### src/rtl/pfg_pkg.sv
package pfg_pkg;
  typedef enum logic {KIND_XOFF = 1'b0, KIND_XON = 1'b1} pause_kind_e;

  typedef enum logic [2:0] {
    RA_TRIG   = 3'd0,
    RA_MODE   = 3'd1,
    RA_QUANTA = 3'd2,
    RA_SA_LO  = 3'd3,
    RA_SA_HI  = 3'd4
  } reg_addr_e;

  localparam logic [47:0] PAUSE_DST     = 48'h0180_C200_0001;
  localparam logic [15:0] CTRL_ETHTYPE  = 16'h8808;
  localparam logic [15:0] PAUSE_OPCODE  = 16'h0001;
  localparam int          HDR_BYTES     = 18;
  localparam logic [15:0] QUANTA_RESET  = 16'hFFFF;
endpackage

### src/rtl/pfg_regs.sv
module pfg_regs
  import pfg_pkg::*;
#(
  parameter int REG_AW = 3,
  parameter int REG_DW = 32
) (
  input  logic              clk,
  input  logic              rst_n,
  input  logic              wr_en,
  input  logic [REG_AW-1:0] wr_addr,
  input  logic [REG_DW-1:0] wr_data,
  output logic              host_mode,
  output logic [15:0]       quanta,
  output logic [47:0]       src_addr,
  output logic [1:0]        host_trig
);
  logic hit_trig, hit_mode, hit_q, hit_lo, hit_hi;

  assign hit_trig = wr_en && (wr_addr == REG_AW'(RA_TRIG));
  assign hit_mode = wr_en && (wr_addr == REG_AW'(RA_MODE));
  assign hit_q    = wr_en && (wr_addr == REG_AW'(RA_QUANTA));
  assign hit_lo   = wr_en && (wr_addr == REG_AW'(RA_SA_LO));
  assign hit_hi   = wr_en && (wr_addr == REG_AW'(RA_SA_HI));

  // trigger bits are a one-cycle strobe; the request logic holds them
  assign host_trig = hit_trig ? wr_data[1:0] : 2'b00;

  always_ff @(posedge clk) begin
    if (!rst_n) begin
      host_mode <= 1'b0;
      quanta    <= QUANTA_RESET;
      src_addr  <= '0;
    end else begin
      if (hit_mode) host_mode       <= wr_data[0];
      if (hit_q)    quanta          <= wr_data[15:0];
      if (hit_lo)   src_addr[31:0]  <= wr_data[31:0];
      if (hit_hi)   src_addr[47:32] <= wr_data[15:0];
    end
  end
endmodule

### src/rtl/pfg_req.sv
module pfg_req
  import pfg_pkg::*;
(
  input  logic        clk,
  input  logic        rst_n,
  input  logic        host_mode,
  input  logic [1:0]  client_req,
  input  logic [1:0]  host_trig,
  input  logic        busy,
  input  logic        done,
  input  pause_kind_e done_kind,
  output logic        start,
  output pause_kind_e start_kind
);
  logic pend_xoff, pend_xon, armed;
  logic src_xoff, src_xon, xon_gate;
  logic take_xoff, take_xon;

  assign start      = !busy && (pend_xoff || pend_xon);
  assign start_kind = pend_xoff ? KIND_XOFF : KIND_XON;
  assign take_xoff  = start && (start_kind == KIND_XOFF);
  assign take_xon   = start && (start_kind == KIND_XON);

  assign src_xoff = host_mode ? host_trig[1] : client_req[1];
  // client XON only while armed, and not in the cycle the armed XON launches
  assign xon_gate = host_mode || (armed && !take_xon);
  assign src_xon  = (host_mode ? host_trig[0] : client_req[0]) && xon_gate;

  always_ff @(posedge clk) begin
    if (!rst_n) begin
      pend_xoff <= 1'b0;
      pend_xon  <= 1'b0;
      armed     <= 1'b0;
    end else begin
      pend_xoff <= (pend_xoff && !take_xoff) || src_xoff;
      pend_xon  <= (pend_xon && !take_xon) || src_xon;
      if (take_xon)
        armed <= 1'b0;
      else if (done && done_kind == KIND_XOFF)
        armed <= 1'b1;
    end
  end
endmodule

### src/rtl/pfg_seq.sv
module pfg_seq
  import pfg_pkg::*;
#(
  parameter int FRAME_LEN = 60
) (
  input  logic        clk,
  input  logic        rst_n,
  input  logic        start,
  input  pause_kind_e start_kind,
  input  logic [15:0] quanta,
  input  logic [47:0] src_addr,
  input  logic        tx_ready,
  output logic        tx_valid,
  output logic [7:0]  tx_data,
  output logic        tx_sop,
  output logic        tx_eop,
  output logic        busy,
  output logic        done,
  output pause_kind_e done_kind
);
  localparam int CNT_W = $clog2(FRAME_LEN);
  localparam int HDR_W = HDR_BYTES * 8;
  localparam logic [CNT_W-1:0] LAST = CNT_W'(FRAME_LEN - 1);

  logic [CNT_W-1:0] idx;
  pause_kind_e      kind_q;
  logic [15:0]      quanta_q;
  logic [47:0]      sa_q;
  logic [HDR_W-1:0] hdr_vec;
  logic [7:0]       byte_sel [HDR_BYTES];
  logic [7:0]       hdr_byte;

  assign hdr_vec = {PAUSE_DST, sa_q, CTRL_ETHTYPE, PAUSE_OPCODE, quanta_q};

  for (genvar g = 0; g < HDR_BYTES; g++) begin : g_hdr
    assign byte_sel[g] = (idx == CNT_W'(g)) ? hdr_vec[(HDR_BYTES-1-g)*8 +: 8] : 8'h00;
  end

  always_comb begin
    hdr_byte = 8'h00;
    for (int i = 0; i < HDR_BYTES; i++) hdr_byte = hdr_byte | byte_sel[i];
  end

  assign tx_valid  = busy;
  assign tx_data   = busy ? hdr_byte : 8'h00;
  assign tx_sop    = busy && (idx == '0);
  assign tx_eop    = busy && (idx == LAST);
  assign done      = tx_eop && tx_ready;
  assign done_kind = kind_q;

  always_ff @(posedge clk) begin
    if (!rst_n) begin
      busy     <= 1'b0;
      idx      <= '0;
      kind_q   <= KIND_XOFF;
      quanta_q <= '0;
      sa_q     <= '0;
    end else if (start) begin
      busy     <= 1'b1;
      idx      <= '0;
      kind_q   <= start_kind;
      quanta_q <= (start_kind == KIND_XON) ? 16'h0000 : quanta;
      sa_q     <= src_addr;
    end else if (busy && tx_ready) begin
      if (idx == LAST) busy <= 1'b0;
      else             idx  <= idx + 1'b1;
    end
  end
endmodule

### src/rtl/pause_frame_gen.sv
module pause_frame_gen
  import pfg_pkg::*;
#(
  parameter int FRAME_LEN = 60,
  parameter int REG_AW    = 3,
  parameter int REG_DW    = 32
) (
  input  logic              clk,
  input  logic              rst_n,
  input  logic [1:0]        client_req,
  input  logic              wr_en,
  input  logic [REG_AW-1:0] wr_addr,
  input  logic [REG_DW-1:0] wr_data,
  input  logic              tx_ready,
  output logic              tx_valid,
  output logic [7:0]        tx_data,
  output logic              tx_sop,
  output logic              tx_eop
);
  logic        host_mode;
  logic [15:0] quanta;
  logic [47:0] src_addr;
  logic [1:0]  host_trig;
  logic        busy, done, start;
  pause_kind_e done_kind, start_kind;

  pfg_regs #(.REG_AW(REG_AW), .REG_DW(REG_DW)) u_regs (
    .clk(clk), .rst_n(rst_n), .wr_en(wr_en), .wr_addr(wr_addr), .wr_data(wr_data),
    .host_mode(host_mode), .quanta(quanta), .src_addr(src_addr), .host_trig(host_trig)
  );

  pfg_req u_req (
    .clk(clk), .rst_n(rst_n), .host_mode(host_mode), .client_req(client_req),
    .host_trig(host_trig), .busy(busy), .done(done), .done_kind(done_kind),
    .start(start), .start_kind(start_kind)
  );

  pfg_seq #(.FRAME_LEN(FRAME_LEN)) u_seq (
    .clk(clk), .rst_n(rst_n), .start(start), .start_kind(start_kind),
    .quanta(quanta), .src_addr(src_addr), .tx_ready(tx_ready),
    .tx_valid(tx_valid), .tx_data(tx_data), .tx_sop(tx_sop), .tx_eop(tx_eop),
    .busy(busy), .done(done), .done_kind(done_kind)
  );
endmodule

### config.mk
export PLATFORM = sky130hd
export DESIGN_NAME = pause_frame_gen
export DESIGN_NICKNAME = d
export VERILOG_FILES = /design/src/rtl/pfg_pkg.sv /design/src/rtl/pfg_regs.sv /design/src/rtl/pfg_req.sv /design/src/rtl/pfg_seq.sv /design/src/rtl/pause_frame_gen.sv
export SDC_FILE = /design/constraint.sdc
export NUM_CORES = 1
export LEC_CHECK = 0
export ABC_AREA = 1
export BUFFER_PORTS_ARGS = -buffer_cell sky130_fd_sc_hd__clkbuf_2
export CAP_MARGIN = 20
export CELL_PAD_IN_SITES_DETAIL_PLACEMENT = 0
export CELL_PAD_IN_SITES_GLOBAL_PLACEMENT = 1
export CORE_ASPECT_RATIO = 0.8
export CORE_MARGIN = 1
export CORE_UTILIZATION = 43
export DETAILED_ROUTE_END_ITERATION = 8
export GPL_TIMING_DRIVEN = 0
export PLACE_DENSITY_LB_ADDON = 0.1
export SLEW_MARGIN = 20
export SYNTH_ARGS = -nofsm -noshare
export SYNTH_HDL_FRONTEND = slang
export SYNTH_SLANG_ARGS = --single-unit
### constraint.sdc
create_clock -name clk -period 2.2 [get_ports clk]
set_input_delay 0.44 -clock clk [delete_from_list [all_inputs] [get_ports clk]]
set_output_delay 0.44 -clock clk [all_outputs]
set_load 0.03 [all_outputs]
# Word-level counts from Yosys, hierarchy flattened
# Index checks and enable logic that the tools add are counted.
word_totals:
  regBits: 140
  latch_bits: 0
  ram_bits: 0
  mem_bits_ro: 0
  word_cells: 105
  n_memories: 0
classes:
  addsub: 1
  mul: 0
  n_div: 0
  magnitude_cmp: 0
  eq_ne: 19
  shifts: 0
  n_mux: 24
  bitwise_logic: 17
  n_reduce_logical: 32
op_table:
  columns: ["cell", "count"]
  rows:
  - ["OR 8 bit", 14]
  - ["2-to-1 mux 8 bit", 12]
  - ["equality test 6 x 4 -> 1 bit, second input constant", 7]
  - ["equality test 6 x 3 -> 1 bit, second input constant", 3]
  - ["logical AND 1 bit", 17]
  - ["2-to-1 mux 16 bit", 1]
  - ["equality test 6 x 5 -> 1 bit, second input constant", 2]
  - ["2-to-1 mux 1 bit", 9]
  - ["adder 6 x 1 -> 6 bit, second input constant", 1]
  - ["equality test 3 x 2 -> 1 bit, second input constant", 2]
  - ["equality test 6 x 1 -> 1 bit, second input constant", 1]
  - ["equality test 6 x 2 -> 1 bit, second input constant", 1]
  - ["equality test 6 bit, second input constant", 1]
  - ["logical NOT 6 bit", 1]
  - ["logical OR 1 bit", 4]
  - ["2-to-1 mux 4 bit", 1]
  - ["AND reduction 2 bit", 2]
  - ["nonzero test 2 bit", 2]
  - ["OR reduction 2 bit", 2]
  - ["equality test 3 x 1 -> 1 bit, second input constant", 1]
  - ["equality test 3 bit, second input constant", 1]
  - ["logical NOT 1 bit", 3]
  - ["logical NOT 3 bit", 1]
  - ["inverter 1 bit", 3]
  - ["2-to-1 mux 2 bit", 1]

# Longest topological paths before layout
logic_depth:
  ltp_word: 17
  depth_mapped: 11

# Hierarchy
# A second synthesis with hierarchy kept.
hier_totals:
  cells_unflattened: 888
  area_unflattened_um2: 6312.3
modules_own_cells:
  columns: ["mod", "instances", "cells_each", "area_each_um2"]
  rows:
  - ["pfg_seq", 1, 482, 3462.1]
  - ["pfg_regs", 1, 384, 2691.3]
  - ["pfg_req", 1, 22, 158.9]

# Worst setup path after synthesis
# No wires, ideal clock.
synth_path:
  kind: "register -> output"
  from: "register u_seq.idx[0]"
  to: "output port tx_data[5]"
  t_arrival_ns: 1.782
  path_slack_ns: -0.022
  stages_incl_launch_ff: 10
  n_path_buf: 1
  cell_sequence: "dfxtp_1 inv_1 ha_1 clkbuf_1 nand2_1 nor2_2 nand2_1 nand2_1 nor2_1 a21oi_1"
synth_between:
  elab_chain_len: 14
synth_rtl:
  columns: ["item", "line_no", "text"]
  rows:
  - ["from (decl)", "pfg_seq.sv:25", "logic [CNT_W-1:0] idx;"]
  - ["from (signal assigned)", "pfg_seq.sv:66", "else idx <= idx + 1'b1;"]
  - ["equality test 6 x 3 -> 1 bit", "pfg_seq.sv:36", "assign byte_sel[g] = (idx == CNT_W'(g)) ? hdr_vec[(HDR_BYTES-1-g)*8 +: 8] : 8'h00;"]
  - ["2-to-1 mux 8 bit", "pfg_seq.sv:36", null]
  - ["OR 8 bit (10 in series)", "pfg_seq.sv:41", "for (int i = 0; i < HDR_BYTES; i++) hdr_byte = hdr_byte | byte_sel[i];"]
  - ["OR 8 bit (*)", "pfg_seq.sv:41", null]
  - ["2-to-1 mux 8 bit (*)", "pfg_seq.sv:45", "assign tx_data = busy ? hdr_byte : 8'h00;"]
  - ["to (decl)", "pause_frame_gen.sv:16", "output logic [7:0] tx_data,"]
# Mark *: on every way between the ends. The rest lies on a longest branch, timed or not.

# Final worst setup path
layout_path:
  from: "register u_seq.idx[5]"
  to: "output port tx_data[2]"
# Same word-level chain as after synthesis.

==> impl_metrics.ini <==
[setup_path]
endpoint_kind = output pin
cpMostUsedCell = nor2_4
required_ps = 1760
cp_slowest_cell = dfxtp_4
crit_path_max_incr_delay_ps = 370
crit_chain = nor2_4, nand2_4, nor2_4, nand2_2, o21ai_2, nor2_2, a21oi_2, clkbuf_8
critPathLaunch = u_seq.idx[5]$_SDFFE_PP0P_
r2r_start = u_seq.busy$_SDFFE_PN0P_
crit_type = reg -> out
startpoint_type = flop
crit_family = simple AND/OR/NAND/NOR gates
path_max_fanout = 8
worst_ep_arrival_time_ps = 1960
critical_path_buf_inv_count = 1

[timing]
setup_slack_ps = -199.2
hold_violations = 0
worst-slew-pin-transition_ps = 551.6
rsz0062_at_grt = true
finalSetupViolCount = 9
drv_slew = 0
max_freq_mhz = 416.8
setup-tns-final_ps = -1184
fin_crit_sh_pct = 109.1
slew_headroom_pct = 63.22
skew_ps = 5.207
period_needed_ps = 2399

[pwr]
irDropWorstVdd_v = 0.0005333
power_mw = 5.996
powerDensity_nw_per_um2 = 830.4
power.leakage_nw = 3.003

[global_routing]
grt_overflow = 0
grt_first_pass_wirelength_mm = 27.81
antenna_found_initial = 0
grt_pass1_vias = 5210
grt_use_total_pct = 26.45
grt_max_degree = 17

[logic_synthesis]
yosysSeqAreaShare_pct = 48.66
synth_cells = 759
yosysUniqueCellTypes = 32
ys_ff_latch = 140
synth_area_um2 = 5759
synth_async_sr_flop_share_pct = 0
synth_ff_type = dfxtp_1
ys_warn_count = 0
syn_avg_cell_area_um2 = 7.588
syn-num-nets = 804
synth_edf_count = 0

[placement]
dp.cells = 984
dp_hpwl_mm = 12.94
dp_slack_ps = -315.6
port_buffers = 50
gp_congestion = 0.8614

[clock_tree]
cts_sinks = 140
path_clk_slew_ps = 60
cts_buffer_depth = 2
h-tree-depth = 4
cts_tree = built
cts_buffers = 17
clock_latency_ps = 420
cts_root_buf = clkbuf_16

[route]
vias = 5336
routed_wl_mm = 17.33
drc_errors = 0
ant_nets = 0
drt-initial-drc-count = 315
drtPass1Iterations = 5
via_per_inst = 5.186
wl_per_cell_um = 16.84

[die]
die_w_um = 131.4
die_h_um = 105.5
core_area_um2 = 12960
die_area_um2 = 13860
start_util_pct = 44.43
num_rows = 37
io_pins = 52

[job]
maxCapViolCount = 0

[cells_and_area]
syn_to_final_growth_pct = 25.37
instances_no_fill = 1029
nets = 887
final_common_cell = dfxtp_1
fill_cells = 1240
drive_above_1_share_pct = 21.55
layout_common_cells = dfxtp_1 (136), o21ai_0 (109), nor2_1 (86), inv_1 (81), a21oi_1 (74)
antenna_cells = 0

[worst_hold_path]
hp-class = in -> reg
min_from = client_req[1]

[status]
violations = setup timing
status = complete, but fails checks
## per-stage QoR
step	area (um2)	hold WS, ps	util (%)
after detailed placement	6243	442.2	48.17
final	7221	286.0	55.70
after CTS	7159	276.9	55.23
after floorplan	5774	424.5	-
after global placement	6243	436.2	48.17
after global routing	7221	278.6	55.70
## flip-flops by register name (all words and copies together) (netlist names)
register and count:
u_req.pend_xoff 1, u_regs.src_addr 48, u_seq.done_kind 1, u_req.armed 1
u_regs.host_mode 1, u_seq.quanta_q 16, u_req.pend_xon 1, u_seq.busy 1
u_regs.quanta 16, u_seq.sa_q 48, u_seq.idx 6
## report_power, final
group          switching [mW]  total, mW  leakage (nW)  internal [mW]
clock                    1.09       2.73         0.277           1.64
combinational           0.331      0.509          1.58          0.178
sequential             0.0781       2.76          1.15           2.68
total                    1.50       6.00          3.00           4.50
## cells in the mapped netlist, types with 5 or more instances
master / count / area share (%)
nand2_1: 89 / 5.8
dfxtp_1: 140 / 49
o22ai_1: 11 / 1.2
nor2_2: 5 / 0.54
clkbuf_1: 22 / 1.4
o211ai_1: 17 / 2.2
nand4_1: 18 / 2.0
inv_1: 88 / 5.7
a21oi_1: 78 / 6.8
buf_2: 12 / 1.0
o21ai_0: 116 / 10
nand3_1: 35 / 3.0
nor2_1: 92 / 6.0
nor2_4: 5 / 0.98
buf_4: 6 / 0.78
## metal layers
layer | GRT usage (%) | wire length (um) | up-vias
met5 | 0 | 0 | -
met4 | 9.136 | 435 | 0
met3 | 6.638 | 890 | 26
met2 | 39.97 | 7403 | 125
met1 | 36.59 | 8596 | 2500
li1 | - | - | 2685
## final cells by class
class                           instances  area (um2)  share of cell area (%)
Multi-Input combinational cell        482        2566                   35.54
Clock buffer                           22       474.2                   6.567
Inverter                               92       352.8                   4.886
Buffer                                 43       229.0                   3.171
Clock inverter                          9       87.58                   1.213
Timing Repair Buffer                   66       474.2                   6.567
Sequential cell                       140        2818                   39.02
Tap cell                              175       219.0                   3.032
## path summary, 6_finish.rpt
kind                            cells past startpoint  slack (ps)                          end
worst max-delay path                                8        -200                   tx_data[2]
worst min-delay path                                3         290   u_req.pend_xoff$_SDFF_PN0_
worst max register to register                      6         480  u_seq.sa_q[46]$_SDFFE_PN0P_
worst min register to register                      2         460  u_seq.sa_q[40]$_SDFFE_PN0P_
## kinds of logic after synthesis
logic type / synth area share (%)
adders and majority gates: 0.8690
and+or+nand+nor: 19.12
xor gates and xnor gates: 0.3042
AOI/OAI and AO/OA: 21.12
DFF: 48.66
buffers and inverters: 9.928
## worst min-delay path, cell delays in order
cell	delay [ps]
clkbuf_2	80
nand2_1	50
a31oi_1	80
## what timing repair did
item | in CTS | in global routing
hold buffers | 0 | 0
gates cloned | 1 | 0
gates resized for setup | 65 | 37
endpoints found under the setup margin | 10 | 10
buffers inserted | 15 | 0
pin swaps | 22 | 24
(Power assumes the default switching activity.)
